==> src/rtl/tdalarm_pkg.sv <==
`timescale 1ns/1ps
package tdalarm_pkg;
  localparam int NUM_FIELDS = 5;
  localparam int F_SEC   = 0;
  localparam int F_MIN   = 1;
  localparam int F_HOUR  = 2;
  localparam int F_MONTH = 3;
  localparam int F_DATE  = 4;
  localparam int NUM_TIME_FIELDS = 3;

  typedef struct packed {
    logic evalStb;
    logic clrStb;
  } ctl_strobe_t;

  function automatic logic bcdInRange(input logic [7:0] v,
                                      input logic [7:0] lo,
                                      input logic [7:0] hi);
    return (v[3:0] <= 4'd9) && (v[7:4] <= 4'd9) && (v >= lo) && (v <= hi);
  endfunction
endpackage

==> src/rtl/tdalarm_ctl.sv <==
`timescale 1ns/1ps
module tdalarm_ctl
  import tdalarm_pkg::*;
#(
  parameter bit EDGE_TICK = 1'b1
) (
  input  logic        clk,
  input  logic        rstN,
  input  logic        secTick,
  input  logic        clrAlarm,
  output ctl_strobe_t stb
);
  logic evalNow;

  generate
    if (EDGE_TICK) begin : g_edge
      logic prevTick;
      always_ff @(posedge clk or negedge rstN) begin
        if (!rstN) prevTick <= 1'b0;
        else       prevTick <= secTick;
      end
      assign evalNow = secTick & ~prevTick;
    end else begin : g_level
      assign evalNow = secTick;
    end
  endgenerate

  always_comb begin
    stb.evalStb = evalNow;
    stb.clrStb  = clrAlarm;
  end
endmodule

==> src/rtl/tdalarm_dp.sv <==
`timescale 1ns/1ps
module tdalarm_dp
  import tdalarm_pkg::*;
#(
  parameter logic [7:0] SEC_MAX    = 8'h59,
  parameter logic [7:0] HOUR24_MAX = 8'h23,
  parameter logic [7:0] HOUR12_MAX = 8'h12,
  parameter logic [7:0] MONTH_MAX  = 8'h12,
  parameter logic [7:0] DATE_MAX   = 8'h31
) (
  input  logic        clk,
  input  logic        rstN,
  input  logic        hour12,
  input  logic [23:0] timeWord,
  input  logic [31:0] calWord,
  input  logic [6:0]  curSec,
  input  logic [6:0]  curMin,
  input  logic [5:0]  curHour,
  input  logic        curPm,
  input  logic [4:0]  curMonth,
  input  logic [5:0]  curDate,
  input  ctl_strobe_t stb,
  output logic        alarmFlag,
  output logic        timeBad,
  output logic        calBad
);
  logic [7:0] almVal [NUM_FIELDS];
  logic [7:0] curVal [NUM_FIELDS];
  logic [7:0] loVal  [NUM_FIELDS];
  logic [7:0] hiVal  [NUM_FIELDS];
  logic [NUM_FIELDS-1:0] fieldEn;
  logic [NUM_FIELDS-1:0] fieldOk;
  logic [NUM_FIELDS-1:0] fieldHit;
  logic pmAgree;
  logic allHit;

  // alarm field extraction (positions fixed by the word layout)
  assign almVal[F_SEC]   = {1'b0, timeWord[6:0]};
  assign almVal[F_MIN]   = {1'b0, timeWord[14:8]};
  assign almVal[F_HOUR]  = {2'b0, timeWord[21:16]};
  assign almVal[F_MONTH] = {3'b0, calWord[20:16]};
  assign almVal[F_DATE]  = {2'b0, calWord[29:24]};

  assign fieldEn[F_SEC]   = timeWord[7];
  assign fieldEn[F_MIN]   = timeWord[15];
  assign fieldEn[F_HOUR]  = timeWord[23];
  assign fieldEn[F_MONTH] = calWord[23];
  assign fieldEn[F_DATE]  = calWord[31];

  assign curVal[F_SEC]   = {1'b0, curSec};
  assign curVal[F_MIN]   = {1'b0, curMin};
  assign curVal[F_HOUR]  = {2'b0, curHour};
  assign curVal[F_MONTH] = {3'b0, curMonth};
  assign curVal[F_DATE]  = {2'b0, curDate};

  assign loVal[F_SEC]   = 8'h00;
  assign loVal[F_MIN]   = 8'h00;
  assign loVal[F_HOUR]  = hour12 ? 8'h01 : 8'h00;
  assign loVal[F_MONTH] = 8'h01;
  assign loVal[F_DATE]  = 8'h01;

  assign hiVal[F_SEC]   = SEC_MAX;
  assign hiVal[F_MIN]   = SEC_MAX;
  assign hiVal[F_HOUR]  = hour12 ? HOUR12_MAX : HOUR24_MAX;
  assign hiVal[F_MONTH] = MONTH_MAX;
  assign hiVal[F_DATE]  = DATE_MAX;

  // meridiem only matters in 12-hour mode
  assign pmAgree = !hour12 || (timeWord[22] == curPm);

  generate
    for (genvar i = 0; i < NUM_FIELDS; i++) begin : g_field
      logic valEq;
      assign fieldOk[i] = !fieldEn[i] || bcdInRange(almVal[i], loVal[i], hiVal[i]);
      if (i == F_HOUR) begin : g_hr
        assign valEq = (almVal[i] == curVal[i]) && pmAgree;
      end else begin : g_plain
        assign valEq = (almVal[i] == curVal[i]);
      end
      assign fieldHit[i] = !fieldEn[i] || valEq;
    end
  endgenerate

  assign timeBad = !(&fieldOk[NUM_TIME_FIELDS-1:0]);
  assign calBad  = !(&fieldOk[NUM_FIELDS-1:NUM_TIME_FIELDS]);
  assign allHit  = (|fieldEn) && !timeBad && !calBad && (&fieldHit);

  always_ff @(posedge clk or negedge rstN) begin
    if (!rstN)                       alarmFlag <= 1'b0;
    else if (stb.evalStb && allHit)  alarmFlag <= 1'b1;
    else if (stb.clrStb)             alarmFlag <= 1'b0;
  end
endmodule

==> src/rtl/tdalarm_cmp.sv <==
`timescale 1ns/1ps
module tdalarm_cmp
  import tdalarm_pkg::*;
#(
  parameter logic [7:0] SEC_MAX    = 8'h59,
  parameter logic [7:0] HOUR24_MAX = 8'h23,
  parameter logic [7:0] HOUR12_MAX = 8'h12,
  parameter logic [7:0] MONTH_MAX  = 8'h12,
  parameter logic [7:0] DATE_MAX   = 8'h31,
  parameter bit         EDGE_TICK  = 1'b1
) (
  input  logic        clk,
  input  logic        rstN,
  input  logic        hour12,
  input  logic [23:0] timeAlmWord,
  input  logic [31:0] calAlmWord,
  input  logic [6:0]  curSec,
  input  logic [6:0]  curMin,
  input  logic [5:0]  curHour,
  input  logic        curPm,
  input  logic [4:0]  curMonth,
  input  logic [5:0]  curDate,
  input  logic        secTick,
  input  logic        clrAlarm,
  output logic        alarmFlag,
  output logic        timeAlmBad,
  output logic        calAlmBad
);
  ctl_strobe_t stb;

  tdalarm_ctl #(.EDGE_TICK(EDGE_TICK)) u_ctl (
    .clk      (clk),
    .rstN     (rstN),
    .secTick  (secTick),
    .clrAlarm (clrAlarm),
    .stb      (stb)
  );

  tdalarm_dp #(
    .SEC_MAX    (SEC_MAX),
    .HOUR24_MAX (HOUR24_MAX),
    .HOUR12_MAX (HOUR12_MAX),
    .MONTH_MAX  (MONTH_MAX),
    .DATE_MAX   (DATE_MAX)
  ) u_dp (
    .clk       (clk),
    .rstN      (rstN),
    .hour12    (hour12),
    .timeWord  (timeAlmWord),
    .calWord   (calAlmWord),
    .curSec    (curSec),
    .curMin    (curMin),
    .curHour   (curHour),
    .curPm     (curPm),
    .curMonth  (curMonth),
    .curDate   (curDate),
    .stb       (stb),
    .alarmFlag (alarmFlag),
    .timeBad   (timeAlmBad),
    .calBad    (calAlmBad)
  );
endmodule

==> config.mk <==
export PLATFORM = sky130hd
export DESIGN_NAME = tdalarm_cmp
export DESIGN_NICKNAME = d
export VERILOG_FILES = /design/src/rtl/tdalarm_pkg.sv /design/src/rtl/tdalarm_ctl.sv /design/src/rtl/tdalarm_dp.sv /design/src/rtl/tdalarm_cmp.sv
export SDC_FILE = /design/constraint.sdc
export NUM_CORES = 1
export LEC_CHECK = 0
export BUFFER_PORTS_ARGS = -buffer_cell sky130_fd_sc_hd__buf_2
export CORE_MARGIN = 5
export CORE_UTILIZATION = 31
export DETAILED_ROUTE_END_ITERATION = 12
export PLACE_DENSITY_LB_ADDON = 0.12
export SYNTH_ARGS = -nofsm -noshare
export SYNTH_HDL_FRONTEND = slang
export SYNTH_SLANG_ARGS = --single-unit
==> constraint.sdc <==
create_clock -name clk -period 1.7 [get_ports clk]
set_clock_uncertainty 0.2 [all_clocks]
set_input_delay 0.085 -clock clk [delete_from_list [all_inputs] [get_ports clk]]
set_output_delay 0.085 -clock clk [all_outputs]
set_load 0.02 [all_outputs]
# After elaboration in Yosys (flattened, before gate mapping)
# Cells that the tools add are included.
# word_totals
input_bits	93
mem_count	0
output_inout_bits	3
elab_cells	78
regBits	2
latchBits	0
ram_bits	0
mem_bits_ro	0
# classes
magnitude_cmp	20
muxes	4
n_eq_ne	6
n_shift	0
n_bitwise	2
div_mod_pow	0
addsub	0
mul	0
reduce_logical	44
# ops
operator	count
$le 4x4->1 const B	5
$logic_and 1x1->1	20
$eq 7x7->1	2
$ge 7x1->1 const B	2
$le 7x7->1 const B	2
$eq 6x6->1	2
$logic_or 1x1->1	11
$ge 6x8->1	1
$le 2x4->1 const B	2
$le 3x4->1 const B	2
$le 6x8->1	1
$logic_not 1->1	8
$ge 6x1->1 const B	1
$le 6x6->1 const B	1
$mux 6	1
$eq 5x5->1	1
$ge 5x1->1 const B	1
$le 5x5->1 const B	1
$reduce_and 5->1	1
$reduce_or 5->1	1
$le 1x4->1 const B	1
$mux 1	3
$reduce_and 3->1	1
$reduce_and 2->1	1
other kinds (4)	4

# Longest topological paths before layout
# Gate-level depths: netlist of the first run.
# depth
word_depth	11
mapped_depth	7
depth_no_buf	7

# Modules after synthesis
# Synthesis of the first run repeated with hierarchy kept, for this count alone.
# hier_totals
cells_unflattened	90
area_unflattened_um2	744.5
# modules_own_cells
module	seq_area_each_um2	cells_per_inst	instances	area_per_inst_um2
tdalarm_dp	25.0	86	1	690.7
tdalarm_ctl	25.0	4	1	53.8

# Least setup slack after synthesis of the first run
# No wires, ideal clock.
# synth_path
kind	input port to flip-flop
startpoint	in hour12
endpoint	reg u_dp.alarmFlag
n_path_buf	0
stages	7
t_arrival_ns	1.362
path_slack_ns	0.043
t_required_ns	1.404
setup_time_ns	0.096
cell_sequence	inv_1 -> ha_1 -> nand4b_1 -> o21ai_0 -> a21oi_1 -> a211o_1 -> o32ai_2
# synth_via
elab_chain_len	11
elab_cells_between_ends	19
classes_between	order compare: 2; mux: 3; reduce/logical: 14
# synth_rtl
item	line	source
from (decl)	tdalarm_cmp.sv:14	input logic hour12,
$mux 1	tdalarm_dp.sv:58	assign loVal[F_HOUR] = hour12 ? 8'h01 : 8'h00;
$ge 6x8->1	tdalarm_pkg.sv:19	return (v[3:0] <= 4'd9) && (v[7:4] <= 4'd9) && (v >= lo) && (v <= hi);
$logic_and 1x1->1 (2 in series)	tdalarm_pkg.sv:19	
$logic_or 1x1->1	tdalarm_dp.sv:74	assign fieldOk[i] = !fieldEn[i] || bcdInRange(almVal[i], loVal[i], hiVal[i]);
$reduce_and 3->1	tdalarm_dp.sv:84	assign timeBad = !(&fieldOk[NUM_TIME_FIELDS-1:0]);
$logic_and 1x1->1 (2 in series)	tdalarm_dp.sv:86	assign allHit = (|fieldEn) && !timeBad && !calBad && (&fieldHit);
$logic_and 1x1->1 *	tdalarm_dp.sv:86	
$logic_and 1x1->1 *	tdalarm_dp.sv:90	else if (stb.evalStb && allHit) alarmFlag <= 1'b1;
$mux 1 / $reduce_bool 2->1 (equally long branches)	--	
to (signal assigned)	tdalarm_dp.sv:89	if (!rstN) alarmFlag <= 1'b0;
to (signal assigned)	tdalarm_dp.sv:90	
to (signal assigned)	tdalarm_dp.sv:91	else if (stb.clrStb) alarmFlag <= 1'b0;
to (decl)	tdalarm_dp.sv:23	output logic alarmFlag,
# Mark *: on every way between the ends. The rest lies on a longest branch, timed or not.
# A chain may end at the register's enable or synchronous reset.

# Worst setup path in the final report of the first run
# layout_path
startpoint	in hour12
endpoint	out timeAlmBad
# layout_via
elab_chain_len	7
elab_cells_between_ends	9
classes_between	order compare: 2; mux: 2; reduce/logical: 5
# layout_rtl
item	line	source
$mux 1	tdalarm_dp.sv:58	
$ge 6x8->1	tdalarm_pkg.sv:19	
$logic_and 1x1->1	tdalarm_pkg.sv:19	
$logic_and 1x1->1 *	tdalarm_pkg.sv:19	
$logic_or 1x1->1 *	tdalarm_dp.sv:74	
$reduce_and 3->1 *	tdalarm_dp.sv:84	
$logic_not 1->1 *	tdalarm_dp.sv:84	
to (decl)	tdalarm_cmp.sv:26	output logic timeAlmBad,
# Marked as above.

==> results.yml, run 1 <==
timing:
  report.final.hold_viol_count: 0
  setup_viol: 0
  slew-limit-headroom: 0.761
  min_period_ns: 1.62
  post-route-period-util: 0.950
  hold_slack_ns: 0.0530
  worst_slew_pin_slew_ns: 0.354
  rsz0062_at_grt: "false"
  max_freq_mhz: 619
  slew_viol_final: 0
  fin_setup_tns_ns: 0
clock_network:
  clock_sinks: 2
  cts_setup_buffers: 0
  insertion_delay_ns: 0.23
  ctsRootBufferMaster: "clkbuf_4"
  cts_tree: "done"
  cts_buffers: 3
  clk_path_buf_depth: 2
  clkTransAtPathRegs_ns: 0.03
  htree_levels: 1
floorplan:
  die_height_um: 58.6
  die_width_um: 58.6
  design.core.area_um2: 2230
  start_util: 0.327
  core.rowCount: 17
  die-area_um2: 3430
  num_io_pins: 96
critical_path:
  cp.depth: 8
  max_stage_delay_ns: 0.30
  crit_chain: "buf_2 > inv_2 > ha_1 > nor2b_4 > o311ai_4 > a21oi_1 > a211o_1 > buf_2"
  reg2reg_depth: 3
  crit_type: "in2out"
  path_buf_inv: 3
  cp_slowest_cell: "a211o_1"
  end_kind: "output port"
  crit_path_max_fanout: 3
  cp.required_ns: 1.41
  cpMostUsedCell: "buf_2"
  cp-start-kind: "primary input"
  crit_arrival_ns: 1.33
  crit_family: "compound AO/OA/AOI/OAI gates"
worst_hold_path:
  hold_path_class: "in2reg"
  whs_path_depth: 4
synthesis:
  syn_nets: 187
  yosys_warnings: 0
  ys_seq_elements: 2
  ys_top_cells_by_area: "xnor2_1 (26%), xor2_1 (12%), dfrtp_1 (6.8%)"
  netlist.area_leader.share: 0.264
  avgSynthCellArea_um2: 8.12
  yosysTopAreaCell: "xnor2_1"
  netlist_area_um2: 731
  synthCells: 90
  ys_seq_area_frac: 0.0685
  synth_cell_type_count: 30
routing:
  dr.pass1.iters: 5
  vias: 988
  wl_um: 2540
  drc: 0
  post_drt_wl_per_cell_um: 12.3
  vias_per_cell: 4.80
  detail-route-antenna-nets: 0
  drtIter0Drc: 13
power:
  ir_worst_vdd_mv: 0.225
  p_leak_nw: 0.609
  powerDensity_nw_per_um2: 355
  p_total_w: 0.000449
layout:
  drive_above_1_share: 0.506
  final_area_um2: 1270
  nets: 277
  antenna-diode-count: 0
  nFillCells: 224
  post-route-util: 0.567
  area_growth_pct: 73.3
place:
  port_buffers: 76
  hpwl_um: 2290
  place.gp.congestion: 0.790
  placed_cell_area_um2: 1180
job:
  maxCapViolations: 0
global_route:
  grt_pass1_wl_um: 4060
  grt_overflow: 0
  antenna_found_initial: 0
  track_usage: 0.149
  grt_max_degree: 6
  grt_pass1_vias: 1061
outcome:
  status: "finished clean"
[worst min-delay path: cells and delay by family]
| kind | cells | cell delay (ns) |
|---|---|---|
| AOI/OAI and AO/OA | 2 | 0.15 |
| and+or+nand+nor | 1 | 0.10 |
| buffers and inverters | 1 | 0.09 |
[sequential cells by signal, indices dropped and copies added, names as in the netlist]
signal and count:
u_dp.alarmFlag 1, u_ctl.g_edge.prevTick 1
[final timing paths]
path	to	start	slack, ns
setup / recovery	timeAlmBad	hour12	0.08
hold / removal	u_dp.alarmFlag$_DFFE_PN0P_	calAlmWord[23]	0.05
setup reg to reg	u_dp.alarmFlag$_DFFE_PN0P_	u_ctl.g_edge.prevTick$_DFF_PN0_	0.53
hold reg to reg	u_dp.alarmFlag$_DFFE_PN0P_	u_dp.alarmFlag$_DFFE_PN0P_	0.34
max in group asynchronous	u_ctl.g_edge.prevTick$_DFF_PN0_	rstN	0.66
min in group asynchronous	u_dp.alarmFlag$_DFFE_PN0P_	rstN	0.51
[cell usage in the layout (no fill, tap or decap), drive strengths merged, types with 2 or more instances in the layout]
master        n
o21ai         6
o41ai         3
nand2b        2
nand3         2
nor2          3
o31ai         2
dlygate4sd3   4
nand4b        2
ha            4
nand2         6
nand4         5
buf          81
xnor2        22
nor3          2
dfrtp         2
xor2         10
a21oi         2
inv           3
o211ai        2
clkbuf        3
[per-layer routing]
layer | GRT usage | vias up | share of wire
li1 | - | 510 | -
met1 | 0.138 | 429 | 0.34
met2 | 0.303 | 49 | 0.54
met3 | 0.0504 | 0 | 0.12
met4 | 0.0397 | 0 | 0
met5 | 0 | - | 0
[cells by family (layout without fill, tap and decap cells)]
group | count (synthesis) | after routing | synth area share
xor gates and xnor gates | 32 | 32 | 0.384
and+or+nand+nor | 26 | 26 | 0.205
AOI/OAI and AO/OA | 22 | 22 | 0.245
adders and majority gates | 4 | 4 | 0.0685
buffers and inverters | 3 | 91 | 0.0154
DFF | 2 | 2 | 0.0685
muxes | 1 | 1 | 0.0137
[final cells by class]
class                   count  area [um2]  share of cell area
flip-flops and latches      2        50.0              0.0395
multi-input cells          85         689               0.544
clock buffers               3        22.5              0.0178
repair buffers             85         458               0.362
well taps                  28        35.0              0.0277
inverters                   3        11.3             0.00889
[power by group]
part	switching (W)	internal (W)	leakage [nW]
Sequential	0.000000337	0.0000493	0.0256
Combinational	0.000129	0.000163	0.570
Clock	0.0000293	0.0000780	0.0138
Total	0.000159	0.000290	0.609
[Yosys cell counts]
cell	n
or3_1	1
xnor2_1	22
dfrtp_1	2
nor2_1	3
a211o_1	1
nand3_1	2
nor2b_4	1
o211ai_1	2
a22oi_1	1
o21ai_1	1
o31ai_1	2
o21ai_0	5
o41ai_1	3
o32ai_2	1
nand2_1	6
a21o_1	1
o311ai_4	1
mux2i_1	1
nand4_1	5
a22o_1	1
xor2_1	10
a21oi_1	2
nand4b_1	2
nand2b_1	2
nor3_1	2
or4_1	1
a21boi_0	1
inv_1	3
nor3b_1	1
ha_1	4
[repair_timing]
action | in CTS | in global routing
hold buffers | 4 | 0
endpoints found under the setup margin | 1 | 1
hold endpoints to repair | 4 | 0
gates resized for setup | 1 | 2
gates cloned | 0 | 0
[metrics by stage]
step / instances / setup slack [ns]
2_1_floorplan: 90 / 0.0429
3_3_place_gp: 199 / -0.0559
3_5_place_dp: 199 / -0.107
4_1_cts: 206 / 0.0264
5_1_grt: 206 / 0.0277
6_report: 206 / 0.0847
(Power assumes the default switching activity.)
==> run 2: changes to the inputs <==
Settings changed: BUFFER_PORTS_ARGS -buffer_cell sky130_fd_sc_hd__buf_2 to -buffer_cell sky130_fd_sc_hd__buf_4.
==> run 2 against run 1 <==
Net effect:
- cell area up 14%
- die area unchanged
- register-to-register slack about the same
- count of clock-buffer cells in the layout unchanged
- maximum frequency about the same
- sequential share of layout area down 0.50 points
- clock power about the same
- core utilization up 8.2 points
- critical endpoint unchanged
==> results.yml, run 2 (synthesis gave the netlist of run 1 again) <==
place:
  hpwl_um: 2290
  place.gp.congestion: 0.774
  pre_cts_ws_ns: -0.0781
  port_buffers: 76
timing:
  rsz0062_at_grt: "false"
  worst_slew_pin_slew_ns: 0.352
  fin_ws_ns: 0.0838
  fin_setup_tns_ns: 0
  min_period_ns: 1.62
  report.final.hold_viol_count: 0
  slew-limit-headroom: 0.763
  post-route-period-util: 0.951
  setup_viol: 0
  max_freq_mhz: 619
  slew_viol_final: 0
floorplan:
  start_util: 0.327
  num_io_pins: 96
  design.core.area_um2: 2230
  core.rowCount: 17
  die_width_um: 58.6
  die-area_um2: 3430
  die_height_um: 58.6
clock_network:
  cts_setup_buffers: 0
  clock_sinks: 2
  ctsRootBufferMaster: "clkbuf_4"
  insertion_delay_ns: 0.23
  cts_buffers: 3
  clkTransAtPathRegs_ns: 0.03
  htree_levels: 1
  cts_tree: "done"
  clk_path_buf_depth: 2
layout:
  antenna-diode-count: 0
  area_growth_pct: 98.3
  layout_commonest_cell: "buf_4"
  ff_latch_area_um2: 50.0
  nFillCells: 212
  final_cell_mix: "buf_4 (80), xnor2_1 (22), xor2_1 (10), nand2_1 (6), nand4_1 (5)"
  drive_above_1_share: 0.503
  multi_input_area_um2: 689
  reg.largest.list: "u_ctl.g_edge.prevTick (1), u_dp.alarmFlag (1)"
  nets: 276
global_route:
  grt_pass1_vias: 1059
  antenna_found_initial: 0
  grt_overflow: 0
  grt_max_degree: 6
  track_usage: 0.146
  grt_pass1_wl_um: 4040
critical_path:
  crit_chain: "buf_4 > inv_2 > ha_1 > nor2b_4 > o311ai_4 > a21oi_1 > a211o_1 > buf_4"
  cp.required_ns: 1.41
  end_kind: "output port"
  crit_path_max_fanout: 3
  crit_arrival_ns: 1.33
  cp_slowest_cell: "a211o_1"
  cpMostUsedCell: "buf_4"
  cp-start-kind: "primary input"
  crit_type: "in2out"
  max_stage_delay_ns: 0.31
routing:
  post_drt_wl_per_cell_um: 12.3
  vias_per_cell: 4.81
  dr.pass1.iters: 2
  drtIter0Drc: 20
  vias: 986
  wl_um: 2520
  drc: 0
  detail-route-antenna-nets: 0
worst_hold_path:
  hold_path_class: "in2reg"
power:
  p_leak_nw: 0.670
  ir_worst_vdd_mv: 0.263
  powerDensity_nw_per_um2: 341
job:
  maxCapViolations: 0
outcome:
  status: "finished clean"
-- run 2: final timing paths --
| check | slack [ns] | from | depth (start not counted) | to |
|---|---|---|---|---|
| max reg2reg | 0.54 | u_ctl.g_edge.prevTick$_DFF_PN0_ | 3 | u_dp.alarmFlag$_DFFE_PN0P_ |
| max | 0.08 | hour12 | 8 | timeAlmBad |
| min reg2reg | 0.34 | u_dp.alarmFlag$_DFFE_PN0P_ | 2 | u_dp.alarmFlag$_DFFE_PN0P_ |
| min in group asynchronous | 0.51 | rstN | 3 | u_dp.alarmFlag$_DFFE_PN0P_ |
| min | 0.04 | calAlmWord[31] | 4 | u_dp.alarmFlag$_DFFE_PN0P_ |
| max in group asynchronous | 0.67 | rstN | 3 | u_ctl.g_edge.prevTick$_DFF_PN0_ |
-- run 2: stage by stage --
| stage | instance area [um2] | util | total power [W] | hold slack [ns] | std cells |
|---|---|---|---|---|---|
| 3_3_place_gp | 1370 | 0.612 | 0.000370 | -0.332 | 198 |
| 2_1_floorplan | 731 | - | 0.000182 | -0.411 | 90 |
| 6_report | 1450 | 0.649 | 0.000495 | 0.0383 | 205 |
| 4_1_cts | 1430 | 0.640 | 0.000498 | 0.0353 | 205 |
| 3_5_place_dp | 1370 | 0.612 | 0.000377 | -0.329 | 198 |
| 5_1_grt | 1450 | 0.649 | 0.000532 | 0.0744 | 205 |
-- run 2: repair_timing --
item                                    in CTS  in global routing
endpoints found under the setup margin       0                  1
resized for setup                            0                  4
hold endpoints to repair                     4                  0
hold buffers                                 4                  0
-- run 2: critical path: cells and delay by family --
family,cells,cell delay (ns)
AO/OA/AOI/OAI,3,0.61
adder cells (fa/ha/maj),1,0.20
buffers and inverters,3,0.38
AND/OR/NAND/NOR,1,0.05
-- run 2: layout make-up --
type | count | share of cell area
multi-input cells | 85 | 0.476
well taps | 28 | 0.0242
clock buffers | 3 | 0.0155
inverters | 3 | 0.00777
repair buffers | 84 | 0.442
flip-flops and latches | 2 | 0.0345
-- run 2: power breakdown --
group	total (W)	internal, W	switching [W]
logic	0.000338	0.000212	0.000127
registers	0.0000496	0.0000493	0.000000310
clock network	0.000107	0.0000780	0.0000288
-- run 2: routing by layer --
layer	track usage	vias to the layer above	routed length, um
met4	0.0397	0	22
met3	0.0351	4	242
met1	0.151	431	916
li1	-	509	-
met5	0	-	0
met2	0.285	42	1340
